<file path="config.mk">
export PLATFORM = sky130hd
export DESIGN_NAME = hcmd_engine
export DESIGN_NICKNAME = d
export VERILOG_FILES = /design/src/rtl/hcmd_pkg.sv /design/src/rtl/hcmd_classify.sv /design/src/rtl/hcmd_frame_store.sv /design/src/rtl/hcmd_ack_timer.sv /design/src/rtl/hcmd_engine.sv
export SDC_FILE = /design/constraint.sdc
export NUM_CORES = 1
export LEC_CHECK = 0
export BUFFER_PORTS_ARGS = -buffer_cell sky130_fd_sc_hd__buf_2
export CAP_MARGIN = 20
export CORE_MARGIN = 1
export CORE_UTILIZATION = 45
export CTS_CLUSTER_DIAMETER = 200
export DETAILED_ROUTE_END_ITERATION = 8
export PLACE_DENSITY = 0.69
export SLEW_MARGIN = 20
export SYNTH_ARGS = -nofsm -noshare
export SYNTH_HDL_FRONTEND = slang
export SYNTH_HIERARCHICAL = 1
export SYNTH_SLANG_ARGS = --single-unit
</file>
<file path="constraint.sdc">
create_clock -name clk -period 2.2 [get_ports clk]
set_input_delay 0.11 -clock clk [delete_from_list [all_inputs] [get_ports clk]]
set_output_delay 0.11 -clock clk [all_outputs]
set_load 0.02 [all_outputs]
</file>
<file path="src/rtl/hcmd_pkg.sv">
package hcmd_pkg;

   typedef enum logic [2:0] {
      ST_IDLE,
      ST_COLLECT,
      ST_SUM,
      ST_WAIT_ACK,
      ST_WAIT_DONE,
      ST_READY
   } hcmd_state_e;

   typedef enum logic [2:0] {
      K_NONE,
      K_STD,
      K_EXT,
      K_RING_ON,
      K_RING_OFF
   } hcmd_kind_e;

endpackage

</file>
<file path="src/rtl/hcmd_classify.sv">
module hcmd_classify
   import hcmd_pkg::*;
#(
   parameter int                BYTE_W        = 8,
   parameter int                SYNC_BIT      = 2,
   parameter int                EXT_BIT       = 0,
   parameter logic [BYTE_W-1:0] RING_ON_CODE  = 8'hEB,
   parameter logic [BYTE_W-1:0] RING_OFF_CODE = 8'hDB
) (
   input  logic [BYTE_W-1:0] byte_i,
   output hcmd_kind_e        kind_o
);

   always_comb begin
      if (byte_i == RING_ON_CODE) begin
         kind_o = K_RING_ON;
      end else if (byte_i == RING_OFF_CODE) begin
         kind_o = K_RING_OFF;
      end else if (!byte_i[SYNC_BIT]) begin
         kind_o = K_NONE;
      end else if (byte_i[EXT_BIT]) begin
         kind_o = K_EXT;
      end else begin
         kind_o = K_STD;
      end
   end

endmodule

</file>
<file path="src/rtl/hcmd_frame_store.sv">
module hcmd_frame_store #(
   parameter  int BYTE_W       = 8,
   parameter  int SLOTS        = 4,
   parameter  bit CLEAR_UNUSED = 1'b1,
   localparam int IDX_W        = $clog2(SLOTS + 1)
) (
   input  logic                         clk,
   input  logic                         rst_n,
   input  logic                         start_i,
   input  logic                         take_i,
   input  logic [BYTE_W-1:0]            byte_i,
   output logic [SLOTS-1:0][BYTE_W-1:0] slot_o,
   output logic [BYTE_W-1:0]            sum_o,
   output logic [IDX_W-1:0]             fill_o
);

   logic [BYTE_W-1:0] sum_q;
   logic [IDX_W-1:0]  fill_q;

   always_ff @(posedge clk or negedge rst_n) begin
      if (!rst_n) begin
         sum_q  <= '0;
         fill_q <= '0;
      end else if (start_i) begin
         sum_q  <= byte_i;
         fill_q <= IDX_W'(1);
      end else if (take_i) begin
         sum_q  <= sum_q + byte_i;
         fill_q <= fill_q + 1'b1;
      end
   end

   for (genvar s = 0; s < SLOTS; s++) begin : g_slot
      logic [BYTE_W-1:0] q;
      if (s == 0) begin : g_head
         always_ff @(posedge clk or negedge rst_n) begin
            if (!rst_n)       q <= '0;
            else if (start_i) q <= byte_i;
         end
      end else if (CLEAR_UNUSED) begin : g_clear
         always_ff @(posedge clk or negedge rst_n) begin
            if (!rst_n)                                  q <= '0;
            else if (start_i)                            q <= '0;
            else if (take_i && fill_q == IDX_W'(s))      q <= byte_i;
         end
      end else begin : g_keep
         always_ff @(posedge clk or negedge rst_n) begin
            if (!rst_n)                                  q <= '0;
            else if (take_i && fill_q == IDX_W'(s))      q <= byte_i;
         end
      end
      assign slot_o[s] = q;
   end

   assign sum_o  = sum_q;
   assign fill_o = fill_q;

endmodule

</file>
<file path="src/rtl/hcmd_ack_timer.sv">
module hcmd_ack_timer #(
   parameter  int LIMIT = 64,
   localparam int CNT_W = $clog2(LIMIT + 1)
) (
   input  logic clk,
   input  logic rst_n,
   input  logic run_i,
   output logic expired_o
);

   logic [CNT_W-1:0] cnt_q;

   assign expired_o = (cnt_q == CNT_W'(LIMIT - 1));

   always_ff @(posedge clk or negedge rst_n) begin
      if (!rst_n)          cnt_q <= '0;
      else if (!run_i)     cnt_q <= '0;
      else if (!expired_o) cnt_q <= cnt_q + 1'b1;
   end

endmodule

</file>
<file path="src/rtl/hcmd_engine.sv">
module hcmd_engine
   import hcmd_pkg::*;
#(
   parameter  int                BYTE_W        = 8,
   parameter  int                SYNC_BIT      = 2,
   parameter  int                FUNC_BIT      = 1,
   parameter  int                EXT_BIT       = 0,
   parameter  int                STD_LEN       = 2,
   parameter  int                EXT_LEN       = 4,
   parameter  int                ACK_TIMEOUT   = 64,
   parameter  logic [BYTE_W-1:0] ACK_CODE      = 8'h00,
   parameter  logic [BYTE_W-1:0] READY_CODE    = 8'h55,
   parameter  logic [BYTE_W-1:0] RING_ON_CODE  = 8'hEB,
   parameter  logic [BYTE_W-1:0] RING_OFF_CODE = 8'hDB,
   parameter  bit                CLEAR_UNUSED  = 1'b1,
   localparam int                DIM_W         = BYTE_W - SYNC_BIT - 1,
   localparam int                NIB_W         = BYTE_W / 2
) (
   input  logic              clk,
   input  logic              rst_n,
   input  logic [BYTE_W-1:0] in_data,
   input  logic              in_valid,
   output logic              in_ready,
   output logic [BYTE_W-1:0] out_data,
   output logic              out_valid,
   input  logic              out_ready,
   output logic              xmit_req,
   output logic [DIM_W-1:0]  xmit_dim,
   output logic              xmit_func,
   output logic              xmit_ext,
   output logic [NIB_W-1:0]  xmit_house,
   output logic [NIB_W-1:0]  xmit_unit,
   output logic [BYTE_W-1:0] xmit_data,
   output logic [BYTE_W-1:0] xmit_cmd,
   input  logic              xmit_done,
   output logic              ring_en
);

   localparam int IDX_W = $clog2(EXT_LEN + 1);

   // elaboration-time parameter checks
   if (BYTE_W < 8 || (BYTE_W % 2) != 0) begin : g_bad_width
      $error("hcmd_engine: BYTE_W must be even and at least 8");
   end
   if (STD_LEN != 2 || EXT_LEN < STD_LEN + 2) begin : g_bad_len
      $error("hcmd_engine: frame lengths must be 2 and at least 4");
   end
   if (ACK_TIMEOUT < 2) begin : g_bad_timeout
      $error("hcmd_engine: ACK_TIMEOUT must be at least 2");
   end
   if (ACK_CODE[SYNC_BIT]) begin : g_bad_ack
      $error("hcmd_engine: acknowledge code must have the sync bit clear");
   end
   if (SYNC_BIT <= FUNC_BIT || FUNC_BIT == EXT_BIT) begin : g_bad_bits
      $error("hcmd_engine: header bit positions overlap");
   end

   hcmd_state_e st_q, st_d;
   hcmd_kind_e  kind_q, kind_d, in_kind;
   logic [IDX_W-1:0] need_q, need_d;
   logic             req_q, req_d;
   logic             ring_q, ring_d;
   logic             start, take, accept, expired;
   logic [EXT_LEN-1:0][BYTE_W-1:0] slot;
   logic [BYTE_W-1:0]              sum;
   logic [IDX_W-1:0]               fill;

   hcmd_classify #(
      .BYTE_W       (BYTE_W),
      .SYNC_BIT     (SYNC_BIT),
      .EXT_BIT      (EXT_BIT),
      .RING_ON_CODE (RING_ON_CODE),
      .RING_OFF_CODE(RING_OFF_CODE)
   ) u_classify (
      .byte_i(in_data),
      .kind_o(in_kind)
   );

   hcmd_frame_store #(
      .BYTE_W      (BYTE_W),
      .SLOTS       (EXT_LEN),
      .CLEAR_UNUSED(CLEAR_UNUSED)
   ) u_store (
      .clk    (clk),
      .rst_n  (rst_n),
      .start_i(start),
      .take_i (take),
      .byte_i (in_data),
      .slot_o (slot),
      .sum_o  (sum),
      .fill_o (fill)
   );

   hcmd_ack_timer #(
      .LIMIT(ACK_TIMEOUT)
   ) u_timer (
      .clk      (clk),
      .rst_n    (rst_n),
      .run_i    (st_q == ST_WAIT_ACK),
      .expired_o(expired)
   );

   assign in_ready  = (st_q == ST_IDLE) || (st_q == ST_COLLECT) || (st_q == ST_WAIT_ACK);
   assign accept    = in_valid && in_ready;
   assign out_valid = (st_q == ST_SUM) || (st_q == ST_READY);
   assign out_data  = (st_q == ST_READY) ? READY_CODE : sum;

   always_comb begin
      st_d   = st_q;
      kind_d = kind_q;
      need_d = need_q;
      req_d  = 1'b0;
      ring_d = ring_q;
      start  = 1'b0;
      take   = 1'b0;
      unique case (st_q)
         ST_IDLE, ST_WAIT_ACK: begin
            if (accept) begin
               if (st_q == ST_WAIT_ACK && in_data == ACK_CODE) begin
                  if (kind_q == K_RING_ON || kind_q == K_RING_OFF) begin
                     ring_d = (kind_q == K_RING_ON);
                     st_d   = ST_READY;
                  end else begin
                     req_d = 1'b1;
                     st_d  = ST_WAIT_DONE;
                  end
               end else begin
                  unique case (in_kind)
                     K_STD: begin
                        start  = 1'b1;
                        kind_d = K_STD;
                        need_d = IDX_W'(STD_LEN);
                        st_d   = ST_COLLECT;
                     end
                     K_EXT: begin
                        start  = 1'b1;
                        kind_d = K_EXT;
                        need_d = IDX_W'(EXT_LEN);
                        st_d   = ST_COLLECT;
                     end
                     K_RING_ON, K_RING_OFF: begin
                        start  = 1'b1;
                        kind_d = in_kind;
                        st_d   = ST_SUM;
                     end
                     default: ;
                  endcase
               end
            end else if (st_q == ST_WAIT_ACK && expired) begin
               st_d = ST_IDLE;
            end
         end
         ST_COLLECT: begin
            if (accept) begin
               take = 1'b1;
               if ((fill + 1'b1) == need_q) st_d = ST_SUM;
            end
         end
         ST_SUM: begin
            if (out_ready) st_d = ST_WAIT_ACK;
         end
         ST_WAIT_DONE: begin
            if (xmit_done) st_d = ST_READY;
         end
         ST_READY: begin
            if (out_ready) st_d = ST_IDLE;
         end
         default: st_d = ST_IDLE;
      endcase
   end

   always_ff @(posedge clk or negedge rst_n) begin
      if (!rst_n) begin
         st_q   <= ST_IDLE;
         kind_q <= K_NONE;
         need_q <= '0;
         req_q  <= 1'b0;
         ring_q <= 1'b1;
      end else begin
         st_q   <= st_d;
         kind_q <= kind_d;
         need_q <= need_d;
         req_q  <= req_d;
         ring_q <= ring_d;
      end
   end

   assign xmit_req   = req_q;
   assign ring_en    = ring_q;
   assign xmit_dim   = slot[0][BYTE_W-1:SYNC_BIT+1];
   assign xmit_func  = slot[0][FUNC_BIT];
   assign xmit_ext   = slot[0][EXT_BIT];
   assign xmit_house = slot[1][BYTE_W-1:NIB_W];
   assign xmit_unit  = slot[1][NIB_W-1:0];
   assign xmit_data  = slot[EXT_LEN-2];
   assign xmit_cmd   = slot[EXT_LEN-1];

   logic unused_hdr;
   assign unused_hdr = slot[0][SYNC_BIT];

endmodule

</file>
### Yosys cells after proc, flatten, opt, wreduce, memory -nomap -nowiden

Cells that the tools add are included.

| storage, ports and cells | value |
|---|---|
| bits in registers | 61 |
| output and inout port bits | 43 |
| logic and storage cells | 108 |

| cells by class | value |
|---|---|
| eq/ne operators | 26 |
| reduce and logical (&&, ||, !) cells | 26 |
| add/sub/neg operators | 3 |
| bitwise gates (word level) | 1 |
| muxes and demuxes | 40 |

Operators by type and width:

| operator | count |
|---|---|
| 8-bit 2-to-1 mux | 9 |
| 3-bit 2-to-1 mux | 13 |
| 3-bit by 2-bit equality test with 1-bit output (second input constant) | 7 |
| 8-bit equality test (second input constant) | 2 |
| 3-bit case mux with 5 select lines | 1 |
| 7-bit 2-to-1 mux | 2 |
| 3-bit equality test (second input constant) | 4 |
| 3-bit case mux with 2 select lines | 2 |
| 4-bit AND reduction | 3 |
| 1-bit 2-to-1 mux | 11 |
| 2-bit != test (second input constant) | 5 |
| 2-bit nonzero test | 5 |
| 3-bit by 1-bit equality test with 1-bit output (second input constant) | 3 |
| 3-bit case mux with 3 select lines | 1 |
| 8-bit adder | 1 |
| 8-bit zero test | 1 |
| 7-bit by 1-bit adder with 7-bit output (second input constant) | 1 |
| 7-bit by 6-bit equality test with 1-bit output (second input constant) | 1 |
| 7-bit AND reduction | 1 |
| 1-bit logical AND | 6 |
| 2-bit OR reduction | 3 |
| 5-bit by 4-bit != test with 1-bit output (second input constant) | 1 |
| 1-bit logical OR | 4 |
| 4-bit OR reduction | 1 |
| other kinds (8) | 8 |

### Logic depth before layout (Yosys ltp)

| logic depth | value |
|---|---|
| depth after elaboration | 11 |
| depth in mapped cells | 11 |
| gate-level depth less buffers | 9 |

### Cells and area by module

Netlist, hierarchy kept.

Modules (own cells, without submodules):

| module | sequential area each (um^2) | area each (um^2) | cells each | instances |
|---|---|---|---|---|
| hcmd_frame_store | 1076.0 | 2178.3 | 232 | 1 |
| hcmd_engine | 251.5 | 820.8 | 109 | 1 |
| hcmd_ack_timer | 175.2 | 354.1 | 36 | 1 |
| hcmd_classify | 0.0 | 51.3 | 8 | 1 |

### Worst setup path after synthesis

No wires, ideal clock.

| path | value |
|---|---|
| path type | input -> register |
| start point | input in_data[5] |
| end point | register u_store.sum_q[7] (netlist: u_store/sum_o[7]) |
| stages | 8 |
| library setup time | 0.064 ns |
| setup slack | -0.093 ns |
| required time | 2.136 ns |
| data arrival time | 2.230 ns |
| path through | or4_4 or2_1 a21oi_1 nor2_1 clkbuf_1 or4_1 mux2i_1 or3_1 |

| on the way | value |
|---|---|
| word-level cells in the longest chain between the ends | 10 |

Ends and longest elaborated chain:

| what | line | RTL |
|---|---|---|
| start: declaration | hcmd_engine.sv:21 | `input logic [BYTE_W-1:0] in_data,` |
| 8-bit equality test | hcmd_classify.sv:17 | `end else if (byte_i == RING_OFF_CODE) begin` |
| 3-bit 2-to-1 mux | hcmd_classify.sv:17 |  |
| 3-bit 2-to-1 mux | hcmd_classify.sv:15 | `if (byte_i == RING_ON_CODE) begin` |
| 3-bit by 2-bit equality test with 1-bit output (tied with other cells) | hcmd_engine.sv:128 | `unique case (in_kind)` |
| 4-bit OR reduction (no source line) | -- |  |
| 1-bit 2-to-1 mux | hcmd_engine.sv:128 |  |
| 1-bit 2-to-1 mux (*) | hcmd_engine.sv:119 | `if (st_q == ST_WAIT_ACK && in_data == ACK_CODE) begin` |
| 1-bit 2-to-1 mux (*) | hcmd_engine.sv:118 | `if (accept) begin` |
| 1-bit 2-to-1 mux (*) | hcmd_engine.sv:116 | `unique case (st_q)` |
| named net start | hcmd_engine.sv:63 | `logic start, take, accept, expired;` |
| 8-bit 2-to-1 mux or 2-bit nonzero test (tied branches) | -- |  |
| end signal: assignment | hcmd_frame_store.sv:25 | `sum_q <= byte_i;` |
| end signal: assignment | hcmd_frame_store.sv:28 | `sum_q <= sum_q + byte_i;` |
| end: declaration | hcmd_frame_store.sv:17 | `logic [BYTE_W-1:0] sum_q;` |

The timed path passes the listed nets; every way through them passes the cells marked *. The select of a mux whose other input is x is not followed.
A chain may end at the register's enable or synchronous reset.

### Final worst setup path

| path | value |
|---|---|
| start point | register u_timer.cnt_q[1] |
| end point | register st_q[1] |

| on the way | value |
|---|---|
| word-level cells in the longest chain between the ends | 4 |

Ends and longest elaborated chain:

| what | line | RTL |
|---|---|---|
| start: declaration | hcmd_ack_timer.sv:11 | `logic [CNT_W-1:0] cnt_q;` |
| start signal: assignment | hcmd_ack_timer.sv:18 | `else if (!expired_o) cnt_q <= cnt_q + 1'b1;` |
| 7-bit by 6-bit equality test with 1-bit output | hcmd_ack_timer.sv:13 | `assign expired_o = (cnt_q == CNT_W'(LIMIT - 1));` |
| named net expired | hcmd_engine.sv:63 |  |
| 1-bit logical AND | hcmd_engine.sv:149 | `end else if (st_q == ST_WAIT_ACK && expired) begin` |
| 3-bit != test (no source line) | -- |  |
| 7-bit AND reduction (no source line) | -- |  |
| end signal: assignment | hcmd_engine.sv:180 | `st_q <= st_d;` |
| end: declaration | hcmd_engine.sv:58 | `hcmd_state_e st_q, st_d;` |

The timed path passes the listed nets, and every way through them passes these cells.

==> flow_metrics.py <==
metrics = {
    "routing": {
        "num_vias": 3105,
        "vias_per_cell": 5.52,
        "ant_nets": 0,
        "wl_per_cell_um": 14.8,
        "drt_iter0_drc": 221,
        "dr.pass1.iters": 5,
        "drcViolationCount": 0,
        "wirelength_um": 8340,
    },
    "timing": {
        "hold_violations": 0,
        "report.final.slew_viol_count": 0,
        "setup_slack_ps": -22.0,
        "holdWs_ps": 57.5,
        "setup-violations-final": 1,
        "period_needed_ps": 2220,
        "finalCritPeriodShare_pct": 101,
        "slew-limit-headroom_pct": 68.0,
        "grt_setup_unrepaired": "true",
        "max_clock_freq_mhz": 450,
        "tightest_slew_ps": 479,
        "fin_worst_skew_ps": 6.45,
    },
    "cts": {
        "clkTransAtPathRegs_ps": 60,
        "clockBufferDepth": 2,
        "cts-root-buf": "clkbuf_8",
        "htreeDepth": 3,
        "clock_latency_ps": 350,
        "numCtsBuffers": 9,
        "cts_tree": "yes",
        "cts_sinks": 59,
    },
    "finish": {
        "diodes": 0,
        "multi_input_area_um2": 1760,
        "instances_no_fill": 563,
        "num-nets-final": 487,
        "drive_gt1_share_pct": 26.5,
        "register_area_um2": 1480,
        "fillCellCount": 650,
        "syn2layout_area_growth_pct": 26.3,
    },
    "global_routing": {
        "grt_pass1_wl_um": 13700,
        "overflow": 0,
        "grt_max_degree": 60,
        "track_usage_pct": 23.2,
        "antenna_found_initial": 0,
        "grt_pass1_vias": 2828,
    },
    "place": {
        "io_buffers": 55,
        "hpwl_um": 5850,
        "dp.cells": 542,
        "routabilityCongestion": 0.853,
    },
    "die": {
        "num_io_pins": 56,
        "start_util_pct": 46.5,
        "dieArea_um2": 7840,
        "core-area_um2": 7250,
        "chipWidth_um": 88.5,
        "die_h_um": 88.5,
        "rows": 31,
    },
    "setup_path": {
        "cp_cell_sequence": "ha_2 -> nand2_2 -> or3_4 -> inv_4 -> o21ai_2 -> a211oi_2 -> a41oi_2 -> a22o_1 -> o32a_1",
        "path_class": "flip-flop to flip-flop",
        "endpoint_kind": "flip-flop",
        "arrival_ps": 2450,
        "slowest_delay_ps": 410,
        "cp-start-kind": "flip-flop",
        "path_max_fanout": 3,
        "cp.required_ps": 2430,
        "critPathSlowestCell": "or3_4",
    },
    "status": {
        "violations": "negative setup slack",
        "outcome": "finished with violations",
    },
    "logic_synthesis": {
        "yosysWarnings": 6,
        "syn_area_um2": 3370,
        "synth_nets": 409,
        "syn_inst": 382,
        "syn_area_per_cell_um2": 8.82,
    },
    "power": {
        "powerDensity_nw_per_um2": 1410,
        "leakage_nw": 2.00,
        "ir_worst_vdd_mv": 0.806,
    },
    "run": {
        "maxCapViolCount": 0,
    },
    "worst_hold_path": {
        "min_path_type": "primary input to flip-flop",
    },
}
-- worst max-delay path, delay by kind of cell (launching register included) --
kind | cells | cell delay (ps)
AO/OA/AOI/OAI | 5 | 970
adder cells (fa/ha/maj) | 1 | 210
buffers and inverters | 1 | 70
flip-flops | 1 | 390
AND/OR/NAND/NOR | 2 | 470
-- per-stage QoR --
stage	setup slack, ps	setup TNS, ps	util [%]	area (um^2)	total power [mW]
finish	-22.0	-22.0	58.7	4260	6.01
global route	-117	-150	58.7	4260	6.42
CTS	14.6	0	57.9	4200	5.96
detailed placement	-66.3	-66.3	54.1	3930	4.60
global placement	41.0	0	54.1	3930	4.53
floorplan	9.71	0	-	3380	3.74
-- state kept, by name, summed over array words and instances (netlist names) --
signal            count
st_q                  3
kind_q                3
u_store/fill_o        3
u_timer/cnt_q         7
need_q                2
u_store/sum_o         8
u_store/g_slot.q     31
xmit_req              1
ring_en               1
-- layout make-up --
cell class                      count  area share [%]
Inverter                           21            1.91
Sequential cell                    59            34.7
Clock buffer                       10            3.23
Multi-Input combinational cell    281            41.4
Timing Repair Buffer               88            12.9
Tap cell                           99            2.91
Clock inverter                      5            2.94
-- cells in the final DEF, fill, tap and decap left out, types with 12 or more instances in the layout --
| cell type | count |
|---|---|
| ha_1 | 12 |
| dfrtp_1 | 58 |
| a21oi_1 | 40 |
| nand2_1 | 53 |
| o21ai_0 | 24 |
| inv_1 | 19 |
| nand3_1 | 28 |
| nor2_1 | 18 |
| buf_4 | 30 |
| buf_2 | 55 |
-- report_power, final --
group          total [mW]  internal [mW]  switching [mW]  leakage [nW]
registers            1.85           1.51           0.331         0.750
clock network        1.33          0.890           0.438         0.132
logic                2.83           1.16            1.68          1.11
-- timing repair --
action / 4_1_cts / 5_1_grt
endpoints found under the hold margin: 58 / 0
buffers inserted: 0 / 5
pin swaps: 2 / 5
endpoints found under the setup margin: 1 / 1
hold buffers: 1 / 0
gates resized for setup: 1 / 6
-- final timing paths --
| kind | cells after the start | slack (ps) | start | to |
|---|---|---|---|---|
| max in group asynchronous | 3 | 1610 | rst_n | need_q[1] |
| min | 4 | 60 | out_ready | st_q[2] |
| max reg2reg | 9 | -20 | u_timer/cnt_q[1] | st_q[1] |
| min in group asynchronous | 3 | 290 | rst_n | st_q[2] |
| max | 9 | -20 | u_timer/cnt_q[1] | st_q[1] |
| min reg2reg | 1 | 490 | u_store/g_slot[0].q[4] | u_store/g_slot[0].q[4] |
-- routing by layer --
| metal | share of wire (%) | track usage, % |
|---|---|---|
| met4 | 2.3 | 11.6 |
| met2 | 46 | 35.0 |
| met5 | 0 | 0 |
| met3 | 6.8 | 3.82 |
| met1 | 45 | 32.4 |
Power figures use the tool's default switching activity.
